===== config.mk =====
export PLATFORM = sky130hd
export DESIGN_NAME = lnk_status_ind
export DESIGN_NICKNAME = d
export VERILOG_FILES = /design/src/rtl/lnk_pkg.sv /design/src/rtl/lnk_ms_timebase.sv /design/src/rtl/lnk_cycle_qual.sv /design/src/rtl/lnk_cyc_pulse.sv /design/src/rtl/lnk_flash_timer.sv /design/src/rtl/lnk_blink_gen.sv /design/src/rtl/lnk_status_ind.sv
export SDC_FILE = /design/constraint.sdc
export NUM_CORES = 1
export LEC_CHECK = 0
export CAP_MARGIN = 20
export CORE_MARGIN = 4
export CORE_UTILIZATION = 64
export CTS_BUF_LIST = sky130_fd_sc_hd__clkbuf_16
export DETAILED_ROUTE_END_ITERATION = 16
export DONT_BUFFER_PORTS = 1
export GPL_TIMING_DRIVEN = 0
export PLACE_DENSITY = 0.85
export SLEW_MARGIN = 20
export SYNTH_ARGS = -nofsm -noshare
export SYNTH_HDL_FRONTEND = slang
export SYNTH_HIERARCHICAL = 1
export SYNTH_SLANG_ARGS = --single-unit

===== constraint.sdc =====
create_clock -name clk -period 3.8 [get_ports clk]
set_clock_uncertainty 0.1 [all_clocks]
set_input_delay 0 -clock clk [delete_from_list [all_inputs] [get_ports clk]]
set_output_delay 0 -clock clk [all_outputs]
set_load 0.005 [all_outputs]

===== src/rtl/lnk_pkg.sv =====
package lnk_pkg;
  typedef enum logic [1:0] {
    RATE_FAST = 2'b00,
    RATE_MID  = 2'b01,
    RATE_SLOW = 2'b10,
    RATE_BAD  = 2'b11
  } rate_e;

  typedef struct packed {
    logic alarm;
    logic warn;
  } ind_pair_t;
endpackage


===== src/rtl/lnk_ms_timebase.sv =====
module lnk_ms_timebase #(
  parameter int TICK_DIV = 100000
) (
  input  logic clk,
  input  logic rst_n,
  output logic ms_tick
);
  localparam int PW = $clog2(TICK_DIV + 1);
  localparam logic [PW-1:0] LAST = PW'(TICK_DIV - 1);

  logic [PW-1:0] pre_q;

  assign ms_tick = (pre_q == LAST);

  always_ff @(posedge clk or negedge rst_n) begin
    if (!rst_n)       pre_q <= '0;
    else if (ms_tick) pre_q <= '0;
    else              pre_q <= pre_q + 1'b1;
  end
endmodule


===== src/rtl/lnk_cycle_qual.sv =====
module lnk_cycle_qual #(
  parameter int MISS_LIMIT = 16,
  parameter int RUN_LIMIT  = 3
) (
  input  logic clk,
  input  logic rst_n,
  input  logic cycle_tick,
  input  logic master_seen,
  input  logic link_up,
  output logic master_absent,
  output logic link_stable
);
  localparam int MW = $clog2(MISS_LIMIT + 1);
  localparam int RW = $clog2(RUN_LIMIT + 1);
  localparam logic [MW-1:0] MISS_MAX = MW'(MISS_LIMIT);
  localparam logic [RW-1:0] RUN_MAX  = RW'(RUN_LIMIT);

  logic [MW-1:0] miss_q;
  logic [RW-1:0] run_q;
  logic          absent_q;
  logic [MW-1:0] miss_inc;

  assign miss_inc = (miss_q < MISS_MAX) ? miss_q + 1'b1 : miss_q;

  always_ff @(posedge clk or negedge rst_n) begin
    if (!rst_n) begin
      miss_q   <= '0;
      absent_q <= 1'b1;
    end else if (cycle_tick) begin
      if (master_seen) begin
        miss_q   <= '0;
        absent_q <= 1'b0;
      end else begin
        miss_q <= miss_inc;
        if (miss_inc >= MISS_MAX) absent_q <= 1'b1;
      end
    end
  end

  always_ff @(posedge clk or negedge rst_n) begin
    if (!rst_n) run_q <= '0;
    else if (cycle_tick) begin
      if (!link_up)             run_q <= '0;
      else if (run_q < RUN_MAX) run_q <= run_q + 1'b1;
    end
  end

  assign master_absent = absent_q;
  assign link_stable   = (run_q >= RUN_MAX);

  AST_ABSENT_CLEAR: assert property (@(posedge clk) disable iff (!rst_n)
    cycle_tick && master_seen |=> !master_absent);
  AST_ABSENT_QUIET: assert property (@(posedge clk) disable iff (!rst_n)
    !cycle_tick |=> $stable(master_absent));
  AST_MON_DROP: assert property (@(posedge clk) disable iff (!rst_n)
    cycle_tick && !link_up |=> !link_stable);
endmodule


===== src/rtl/lnk_cyc_pulse.sv =====
module lnk_cyc_pulse
  import lnk_pkg::*;
#(
  parameter int BIT_CLKS_FAST = 8,
  parameter int BIT_CLKS_MID  = 17,
  parameter int BIT_CLKS_SLOW = 33
) (
  input  logic       clk,
  input  logic       rst_n,
  input  logic       cycle_tick,
  input  logic [1:0] rate_sel,
  output logic       pulse_active
);
  localparam int CW = $clog2(2 * BIT_CLKS_SLOW + 1);

  rate_e         rate;
  logic [CW-1:0] load_val;
  logic          rate_ok;
  logic [CW-1:0] cnt_q;

  assign rate = rate_e'(rate_sel);

  always_comb begin
    rate_ok  = 1'b1;
    load_val = '0;
    case (rate)
      RATE_FAST: load_val = CW'(2 * BIT_CLKS_FAST);
      RATE_MID:  load_val = CW'(2 * BIT_CLKS_MID);
      RATE_SLOW: load_val = CW'(2 * BIT_CLKS_SLOW);
      default:   rate_ok  = 1'b0;
    endcase
  end

  always_ff @(posedge clk or negedge rst_n) begin
    if (!rst_n)                      cnt_q <= '0;
    else if (cycle_tick && rate_ok)  cnt_q <= load_val;
    else if (cnt_q != '0)            cnt_q <= cnt_q - 1'b1;
  end

  assign pulse_active = (cnt_q != '0);

  AST_CYC_START: assert property (@(posedge clk) disable iff (!rst_n)
    cycle_tick && (rate_sel != 2'b11) |=> pulse_active);
  AST_CYC_BADRATE: assert property (@(posedge clk) disable iff (!rst_n)
    cycle_tick && (rate_sel == 2'b11) && !pulse_active |=> !pulse_active);
endmodule


===== src/rtl/lnk_flash_timer.sv =====
module lnk_flash_timer #(
  parameter int FLASH_MS = 50
) (
  input  logic clk,
  input  logic rst_n,
  input  logic ms_tick,
  input  logic trigger,
  output logic active
);
  localparam int FW = $clog2(FLASH_MS + 1);
  localparam logic [FW-1:0] FULL = FW'(FLASH_MS);

  logic [FW-1:0] left_q;

  always_ff @(posedge clk or negedge rst_n) begin
    if (!rst_n)                          left_q <= FULL;
    else if (trigger)                    left_q <= FULL;
    else if (ms_tick && left_q != '0)    left_q <= left_q - 1'b1;
  end

  assign active = (left_q != '0);

  AST_FLASH_LOAD: assert property (@(posedge clk) disable iff (!rst_n)
    trigger |=> active);
endmodule


===== src/rtl/lnk_blink_gen.sv =====
module lnk_blink_gen #(
  parameter int BLINK_SHORT_MS = 1000,
  parameter int BLINK_LONG_MS  = 2000
) (
  input  logic clk,
  input  logic rst_n,
  input  logic ms_tick,
  input  logic fast_fault,
  input  logic slow_fault,
  output logic blinking,
  output logic phase
);
  localparam int BW = $clog2(BLINK_LONG_MS + 1);
  localparam logic [BW-1:0] SHORT_LAST = BW'(BLINK_SHORT_MS - 1);
  localparam logic [BW-1:0] LONG_LAST  = BW'(BLINK_LONG_MS - 1);

  logic [BW-1:0] cnt_q;
  logic          phase_q;
  logic [BW-1:0] last;

  assign blinking = fast_fault | slow_fault;
  assign last     = fast_fault ? SHORT_LAST : LONG_LAST;

  always_ff @(posedge clk or negedge rst_n) begin
    if (!rst_n) begin
      cnt_q   <= '0;
      phase_q <= 1'b0;
    end else if (!blinking) begin
      cnt_q   <= '0;
      phase_q <= 1'b0;
    end else if (ms_tick) begin
      if (cnt_q >= last) begin
        cnt_q   <= '0;
        phase_q <= ~phase_q;
      end else begin
        cnt_q <= cnt_q + 1'b1;
      end
    end
  end

  assign phase = phase_q;

  AST_BLINK_IDLE: assert property (@(posedge clk) disable iff (!rst_n)
    !blinking |=> !phase);
  AST_BLINK_HOLD: assert property (@(posedge clk) disable iff (!rst_n)
    blinking && !ms_tick |=> $stable(phase));
endmodule


===== src/rtl/lnk_status_ind.sv =====
module lnk_status_ind
  import lnk_pkg::*;
#(
  parameter int TICK_DIV       = 100000,
  parameter int FLASH_MS       = 50,
  parameter int BLINK_SHORT_MS = 1000,
  parameter int BLINK_LONG_MS  = 2000,
  parameter int MISS_LIMIT     = 16,
  parameter int RUN_LIMIT      = 3,
  parameter int BIT_CLKS_FAST  = 8,
  parameter int BIT_CLKS_MID   = 17,
  parameter int BIT_CLKS_SLOW  = 33
) (
  input  logic       clk,
  input  logic       rst_n,
  input  logic       cycle_tick,
  input  logic       master_seen,
  input  logic       link_up,
  input  logic       warn_evt,
  input  logic       alarm_evt,
  input  logic [1:0] rate_sel,
  input  logic       strap_conflict,
  input  logic       sw_read_fault,
  input  logic       core_fault,
  output logic       mon_n,
  output logic       warn_n,
  output logic       alarm_n,
  output logic       master_absent,
  output logic       cyc_pulse_n
);
  localparam int NFLASH = 2;

  logic      ms_tick;
  logic      link_stable;
  logic      pulse_active;
  logic      blinking;
  logic      phase;
  logic      cfg_err;
  ind_pair_t trig;
  ind_pair_t flash;

  lnk_ms_timebase #(.TICK_DIV(TICK_DIV)) u_tb (
    .clk(clk), .rst_n(rst_n), .ms_tick(ms_tick)
  );

  lnk_cycle_qual #(.MISS_LIMIT(MISS_LIMIT), .RUN_LIMIT(RUN_LIMIT)) u_qual (
    .clk(clk), .rst_n(rst_n), .cycle_tick(cycle_tick),
    .master_seen(master_seen), .link_up(link_up),
    .master_absent(master_absent), .link_stable(link_stable)
  );

  lnk_cyc_pulse #(
    .BIT_CLKS_FAST(BIT_CLKS_FAST), .BIT_CLKS_MID(BIT_CLKS_MID),
    .BIT_CLKS_SLOW(BIT_CLKS_SLOW)
  ) u_cyc (
    .clk(clk), .rst_n(rst_n), .cycle_tick(cycle_tick),
    .rate_sel(rate_sel), .pulse_active(pulse_active)
  );

  assign trig.warn  = warn_evt;
  assign trig.alarm = alarm_evt;

  logic [NFLASH-1:0] trig_v;
  logic [NFLASH-1:0] flash_v;
  assign trig_v = trig;
  assign flash  = flash_v;

  for (genvar g = 0; g < NFLASH; g++) begin : g_flash
    lnk_flash_timer #(.FLASH_MS(FLASH_MS)) u_flash (
      .clk(clk), .rst_n(rst_n), .ms_tick(ms_tick),
      .trigger(trig_v[g]), .active(flash_v[g])
    );
  end

  lnk_blink_gen #(
    .BLINK_SHORT_MS(BLINK_SHORT_MS), .BLINK_LONG_MS(BLINK_LONG_MS)
  ) u_blink (
    .clk(clk), .rst_n(rst_n), .ms_tick(ms_tick),
    .fast_fault(sw_read_fault), .slow_fault(core_fault),
    .blinking(blinking), .phase(phase)
  );

  assign cfg_err = strap_conflict | (rate_e'(rate_sel) == RATE_BAD);

  always_comb begin
    if (blinking) begin
      warn_n  = phase;
      alarm_n = ~phase;
    end else begin
      warn_n  = ~flash.warn;
      alarm_n = cfg_err ? 1'b0 : ~flash.alarm;
    end
  end

  assign mon_n       = ~link_stable;
  assign cyc_pulse_n = ~pulse_active;

  AST_MON_RESET_DARK: assert property (@(posedge clk) disable iff (!rst_n)
    cycle_tick && !link_up |=> mon_n);
  AST_STEADY_ALARM: assert property (@(posedge clk) disable iff (!rst_n)
    !sw_read_fault && !core_fault && strap_conflict |-> !alarm_n);
  AST_BLINK_PAIR: assert property (@(posedge clk) disable iff (!rst_n)
    sw_read_fault && $stable(sw_read_fault) |-> (warn_n != alarm_n));
endmodule


==> results of run 1 <==
==> power by group through the flow <==
| stage | logic [mW] | clock network, mW | registers, mW |
|---|---|---|---|
| finish | 0.346 | 0.510 | 0.740 |
| global placement | 0.298 | 0 | 0.745 |
| global route | 0.395 | 0.545 | 0.748 |
| CTS | 0.342 | 0.521 | 0.736 |
| detailed placement | 0.310 | 0 | 0.748 |
| floorplan | 0.263 | 0 | 0.728 |
==> cell type report <==
type,count,area [sq um],area share (%)
Buffer,10,73.8,1.97
Tap cell,70,87.6,2.33
Clock buffer,5,125,3.34
Timing Repair Buffer,14,158,4.20
Clock inverter,3,42.5,1.13
Multi-Input combinational cell,249,1750,46.5
Inverter,29,109,2.90
Sequential cell,56,1410,37.6
==> worst max-delay path: stages, from the launching register on <==
cell and delay [ns]:
dfrtp_1 0.44, or4_1 0.56, or4_4 0.44, nor4_4 0.63
buf_4 0.29, or4b_1 0.47, a211o_1 0.30, a21oi_2 0.11
==> state kept, by name (all words and copies together) (netlist names) <==
register,flops
u_tb/pre_q,17
g_flash.u_flash/left_q,12
u_blink/cnt_q,11
u_cyc/cnt_q,7
u_qual/miss_q,5
u_qual/run_q,2
u_blink/phase,1
u_qual/master_absent,1
==> layout by cell type (no fill, tap or decap), types with 3 or more instances in the layout <==
| cell | synthesis | final |
|---|---|---|
| mux2i_1 | 6 | 6 |
| dfstp_2 | 7 | 7 |
| buf_4 | 3 | 3 |
| clkbuf_16 | 0 | 5 |
| nand4_1 | 13 | 13 |
| a21oi_1 | 21 | 21 |
| dlygate4sd3_1 | 0 | 13 |
| nor3b_1 | 5 | 5 |
| nor2b_1 | 8 | 8 |
| nand2_1 | 27 | 27 |
| o31ai_1 | 4 | 4 |
| inv_1 | 29 | 29 |
| o211ai_1 | 6 | 6 |
| or3_1 | 4 | 4 |
| dfrtp_1 | 49 | 49 |
| xor2_1 | 10 | 10 |
| nand3_1 | 8 | 8 |
| o21ai_0 | 9 | 9 |
| a211o_1 | 4 | 4 |
| nor2_1 | 23 | 23 |
| and2_1 | 4 | 4 |
| nor3_1 | 8 | 8 |
| o22ai_1 | 5 | 5 |
| xnor2_1 | 9 | 9 |
| ha_1 | 16 | 16 |
| nand2b_1 | 5 | 5 |
| or4_1 | 4 | 4 |
| or4_4 | 3 | 3 |
| buf_6 | 3 | 3 |
==> worst paths after layout <==
| path | slack (ns) | end | startpoint | cells past startpoint |
|---|---|---|---|---|
| setup / recovery | 0.40 | g_flash[0].u_flash/left_q[3] | u_tb/pre_q[11] | 7 |
| hold / removal | 0.009 | u_qual/run_q[0] | cycle_tick | 3 |
| setup reg to reg | 0.40 | g_flash[0].u_flash/left_q[3] | u_tb/pre_q[11] | 7 |
| hold reg to reg | 0.39 | u_tb/pre_q[0] | u_tb/pre_q[0] | 1 |
| max in group asynchronous | 3.16 | g_flash[0].u_flash/left_q[1] | rst_n | 2 |
| min in group asynchronous | 0.11 | u_qual/miss_q[0] | rst_n | 2 |
==> per-layer routing <==
| metal | track usage, % | vias up |
|---|---|---|
| met3 | 2.91 | 7 |
| li1 | - | 1293 |
| met2 | 36.4 | 43 |
| met5 | 0 | - |
| met1 | 28.0 | 1280 |
| met4 | 6.08 | 0 |
==> per-stage QoR <==
stage,setup WS [ns],instances,power [mW]
6_report,0.399,436,1.60
3_3_place_gp,0.459,414,1.04
5_1_grt,0.259,436,1.69
3_5_place_dp,0.434,414,1.06
2_1_floorplan,0.825,344,0.991
4_1_cts,0.377,436,1.60
==> kinds of logic after synthesis <==
family,count (synthesis)
buf+inv,39
xor+xnor,19
fa+ha+maj,16
flops,56
compound gates,76
simple gates,132
mux,6
==> results.ini, run 1 <==
[placed_design]
portBuffers=0
place.gp.congestion=0.808
place.detailed.hpwl_microns=4320
placed_area_sq_um=3430

[grt]
grt.total_usage_pct=21.2
grt_pass1_wl_microns=11000
grt_max_degree=57
grt_pass1_vias=2530
overflow=0
antenna_found_initial=0

[finish]
finalNetCount=393
utilization_pct=73.9
layout-drive-gt1-share_pct=12.6
antenna_cells=0
design_area_sq_um=3750
fillers=348
area_growth_syn_to_layout_pct=12.4

[clocking]
cts_tree=done
cts_made_buffers=5
cts_setup_buffers=0
cts_root_buf=clkbuf_16
hold_buffers=14
clockBufferDepth=2
htree_levels=2
cts_resized=0
cts.sinks=56
clock_latency_ns=0.29
clkTransAtPathRegs_ns=0.07

[floorplanning]
initial_utilization_pct=65.8
die_h_microns=80.2
die_x_microns=80.2
core_region_area_sq_um=5070
dieArea_sq_um=6440
row_count=26
ios=17

[critical_path]
worstPathArrival_ns=3.52
setup.worst_path.end_class=flop
cp_max_fo=14
required_ns=3.92
cp-start-kind=flop
crit_type=flop to flop

[yosys]
synth.net_count=372
yosys-top-cells-count=dfrtp_1 (49), inv_1 (29), nand2_1 (27), nor2_1 (23), a21oi_1 (21)
synth-main-ff-cell=dfrtp_1
yosysMostFrequentCell=dfrtp_1
syn_avg_cell_area_sq_um=9.70
synth_compound_area_share_pct=16.4
synth_area_sq_um=3340
yosysWarnings=6
yosys-mux-area-fraction_pct=1.80
synth_top_family_by_area=simple AND/OR/NAND/NOR gates
yosys.area_share.xor_xnor_pct=4.99
synth_edf_count=0
synthSimpleGateAreaFrac_pct=23.1
synth_top_area_share_pct=36.7
synthCells=344
synth_seq_area_share_pct=42.2
synth-adder-area-share_pct=6.00
ys_async_sr_fraction_pct=100
yosys.area.top_type=dfrtp_1
synthTopCellsByArea=dfrtp_1 (37%), ha_1 (6.0%), dfstp_2 (5.5%)
synthDistinctLibCells=63
synth_seq_cells=56

[timing]
whs_ns=0.00878
rsz0062_at_grt=false
fin_crit_ns=3.40
final.period_utilization_pct=89.5
finalSetupViolCount=0
fmax_mhz=294
max_slew_margin_pct=45.3
final_hold_viol_count=0
worst_slew_pin_slew_ns=0.814
drv_slew=0
fin_tns_setup_ns=0

[detailed_routing]
first_pass_iters=4
drc=0
drtIter0Drc=188
via_per_inst=6.02
ant_nets=0
dr_wl_met2_microns=3140
wl_met3_microns=192
wl_per_cell_microns=14.7
top_layer=met4
met1_length_microns=3010
via_count=2623
totalWireLength_microns=6410

[pwr]
vdd_drop_max_v=0.000246
p_leak_nw=1.62
combPwrFrac_pct=21.7
switching_share_pct=29.0
power_frac_seq_pct=46.4
switchingPower_mw=0.463
p_int_mw=1.13
p_clk_share_pct=32.0
power_density_nw_per_um2=425

[min_path]
min_path_type=primary input to flop

[status]
status=finished, final reports clean

[job]
cap_viol_max_count=0

(Power assumes the default switching activity.)
==> run 2, diff against run 1 <==
--- a/config.mk
+++ b/config.mk
@@ -8,10 +8,11 @@
 export CAP_MARGIN = 20
 export CORE_MARGIN = 4
-export CORE_UTILIZATION = 64
+export CORE_UTILIZATION = 25
 export CTS_BUF_LIST = sky130_fd_sc_hd__clkbuf_16
+export CTS_CLUSTER_SIZE = 8
 export DETAILED_ROUTE_END_ITERATION = 16
 export DONT_BUFFER_PORTS = 1
 export GPL_TIMING_DRIVEN = 0
-export PLACE_DENSITY = 0.85
+export PLACE_DENSITY = 0.43
 export SLEW_MARGIN = 20
 export SYNTH_ARGS = -nofsm -noshare
==> constraint.sdc (replaced) <==
create_clock -name clk -period 3.8 [get_ports clk]
set_clock_uncertainty 0.1 [all_clocks]
set_input_delay 1.14 -clock clk [delete_from_list [all_inputs] [get_ports clk]]
set_output_delay 1.14 -clock clk [all_outputs]
set_load 0.005 [all_outputs]
==> run 2 against run 1 <==
Net effect:
- highest routed layer unchanged
- flip-flop and latch count unchanged
- global-route usage down 11 points
- sequential power about the same
==> results.ini, run 2 (synthesis results as in run 1) <==
[status]
status=finished, final reports clean

[grt]
antenna_found_initial=0  ; unchanged
grt_pass1_vias=2410  ; -4.7%
grt_pass1_wl_microns=11900  ; +8.9%
grt.total_usage_pct=9.79  ; -11 points
overflow=0  ; unchanged
grt_max_degree=57  ; unchanged

[critical_path]
crit_family=simple AND/OR/NAND/NOR gates
cp-start-kind=flop
worstPathArrival_ns=3.50  ; -0.02 ns
setup.worst_path.end_class=flop
cp_num_buf_inv=1  ; unchanged
cpPeakStageDelay_ns=0.64  ; about the same
slowest_stage=nor4_4
path_cells=or4_1 -> or4_4 -> nor4_4 -> buf_4 -> or4b_1 -> a211o_1 -> a21oi_2
crit_type=flop to flop
required_ns=3.93  ; about the same
cp_max_fo=14  ; unchanged

[placed_design]
place.detailed.hpwl_microns=4760  ; +10%
place.gp.congestion=0.731  ; -9.5%
portBuffers=0  ; unchanged

[clocking]
cts_setup_buffers=0  ; unchanged
clockBufferDepth=2  ; unchanged
htree_levels=2  ; unchanged
clock_latency_ns=0.30  ; about the same
clkTransAtPathRegs_ns=0.07  ; about the same
cts_tree=done
cts.sinks=56  ; unchanged
cts_made_buffers=5  ; unchanged
cts_resized=0  ; unchanged
cts_root_buf=clkbuf_16
hold_buffers=0  ; -14

[detailed_routing]
via_per_inst=4.71  ; -22%
drc=0  ; unchanged
via_count=2470  ; -5.8%
drtIter0Drc=195  ; +3.7%
first_pass_iters=4  ; unchanged
totalWireLength_microns=6800  ; +6.1%
wl_per_cell_microns=13.0  ; -12%
ant_nets=0  ; unchanged

[timing]
final_hold_viol_count=0  ; unchanged
max_slew_margin_pct=43.8  ; -1.6 points
fmax_mhz=297  ; +0.93%
fin_tns_setup_ns=0  ; unchanged
drv_slew=0  ; unchanged
rsz0062_at_grt=false
fin_crit_ns=3.37  ; -0.0315 ns
whs_ns=0.382  ; +0.373 ns
final.period_utilization_pct=88.7  ; -0.83 points
finalSetupViolCount=0  ; unchanged
worst_slew_pin_slew_ns=0.837  ; +0.0231 ns

[min_path]
min_path_type=flop to flop

[finish]
final_cell_mix=dfrtp_1 (49), inv_1 (29), nand2_1 (27), nor2_1 (23), a21oi_1 (21)
layout-drive-gt1-share_pct=12.5  ; -0.068 points
top_regs=u_tb/pre_q x17, g_flash.u_flash/left_q x12, u_blink/cnt_q x11
antenna_cells=0  ; unchanged
multi_input_area_sq_um=1750  ; unchanged
layout.cells.most_common=dfrtp_1
largest_reg_flops=17  ; unchanged
largest-register=u_tb/pre_q
layout.area.seq_sq_um=1410  ; unchanged
area_growth_syn_to_layout_pct=10.8
fillers=1372  ; +290%
finalNetCount=379  ; -3.6%

[floorplanning]
die_h_microns=124  ; +54%
ios=17  ; unchanged
die_x_microns=124  ; +54%
row_count=41  ; +58%
dieArea_sq_um=15300  ; +140%
initial_utilization_pct=26.0  ; -40 points
core_region_area_sq_um=12800  ; +150%

[pwr]
p_int_mw=1.05  ; -7.0%
p_clk_share_pct=30.6  ; -1.4 points
vdd_drop_max_v=0.000152  ; -38%
switching_share_pct=30.4  ; +1.4 points
p_leak_nw=1.53  ; -5.5%
switchingPower_mw=0.461  ; -0.36%
power_frac_seq_pct=48.9  ; +2.5 points
power_density_nw_per_um2=410  ; -3.7%
combPwrFrac_pct=20.4  ; -1.3 points

[job]
cap_viol_max_count=0  ; unchanged

==> run 2: per-layer routing <==
layer,GRT usage (%),routed length [microns],vias up
li1,-,-,1258
met4,3.32,112,0
met5,0,0,-
met1,13.5,3440,1177
met2,15.2,3020,30
met3,2.20,217,5
==> run 2: power by group through the flow <==
stage          clock [mW]  combinational, mW  sequential [mW]
2_1_floorplan           0              0.263            0.728
3_3_place_gp            0              0.309            0.749
3_5_place_dp            0              0.311            0.750
4_1_cts             0.487              0.312            0.738
5_1_grt             0.510              0.354            0.753
6_report            0.464              0.310            0.741
==> run 2: worst paths after layout <==
kind	from	slack [ns]	cells after the start	endpoint
worst max register to register	u_tb/pre_q[11]	0.43	7	g_flash[0].u_flash/left_q[3]
min in group asynchronous	rst_n	0.44	0	u_tb/pre_q[11]
worst max-delay path	u_tb/pre_q[11]	0.43	7	g_flash[0].u_flash/left_q[3]
max in group asynchronous	rst_n	2.96	0	u_qual/master_absent
worst min register to register	u_tb/pre_q[0]	0.38	1	u_tb/pre_q[0]
worst min-delay path	u_tb/pre_q[0]	0.38	1	u_tb/pre_q[0]
==> run 2: layout make-up <==
cell class	instances	share of cell area, %
multi-input combinational	249	47.2
clock buffer	5	3.38
inverter	29	2.94
buffer	10	2.00
clock inverter	3	0.508
tap	172	5.82
sequential	56	38.1
==> run 2: stage by stage <==
step | power (mW) | cell area (sq um) | cells | util, % | setup WS [ns]
after floorplan | 0.991 | 3340 | 344 | - | 0.786
after global placement | 1.06 | 3550 | 516 | 27.7 | 0.382
after detailed placement | 1.06 | 3550 | 516 | 27.7 | 0.359
after CTS | 1.54 | 3700 | 524 | 28.8 | 0.358
after global routing | 1.62 | 3700 | 524 | 28.8 | 0.210
final | 1.51 | 3700 | 524 | 28.8 | 0.431
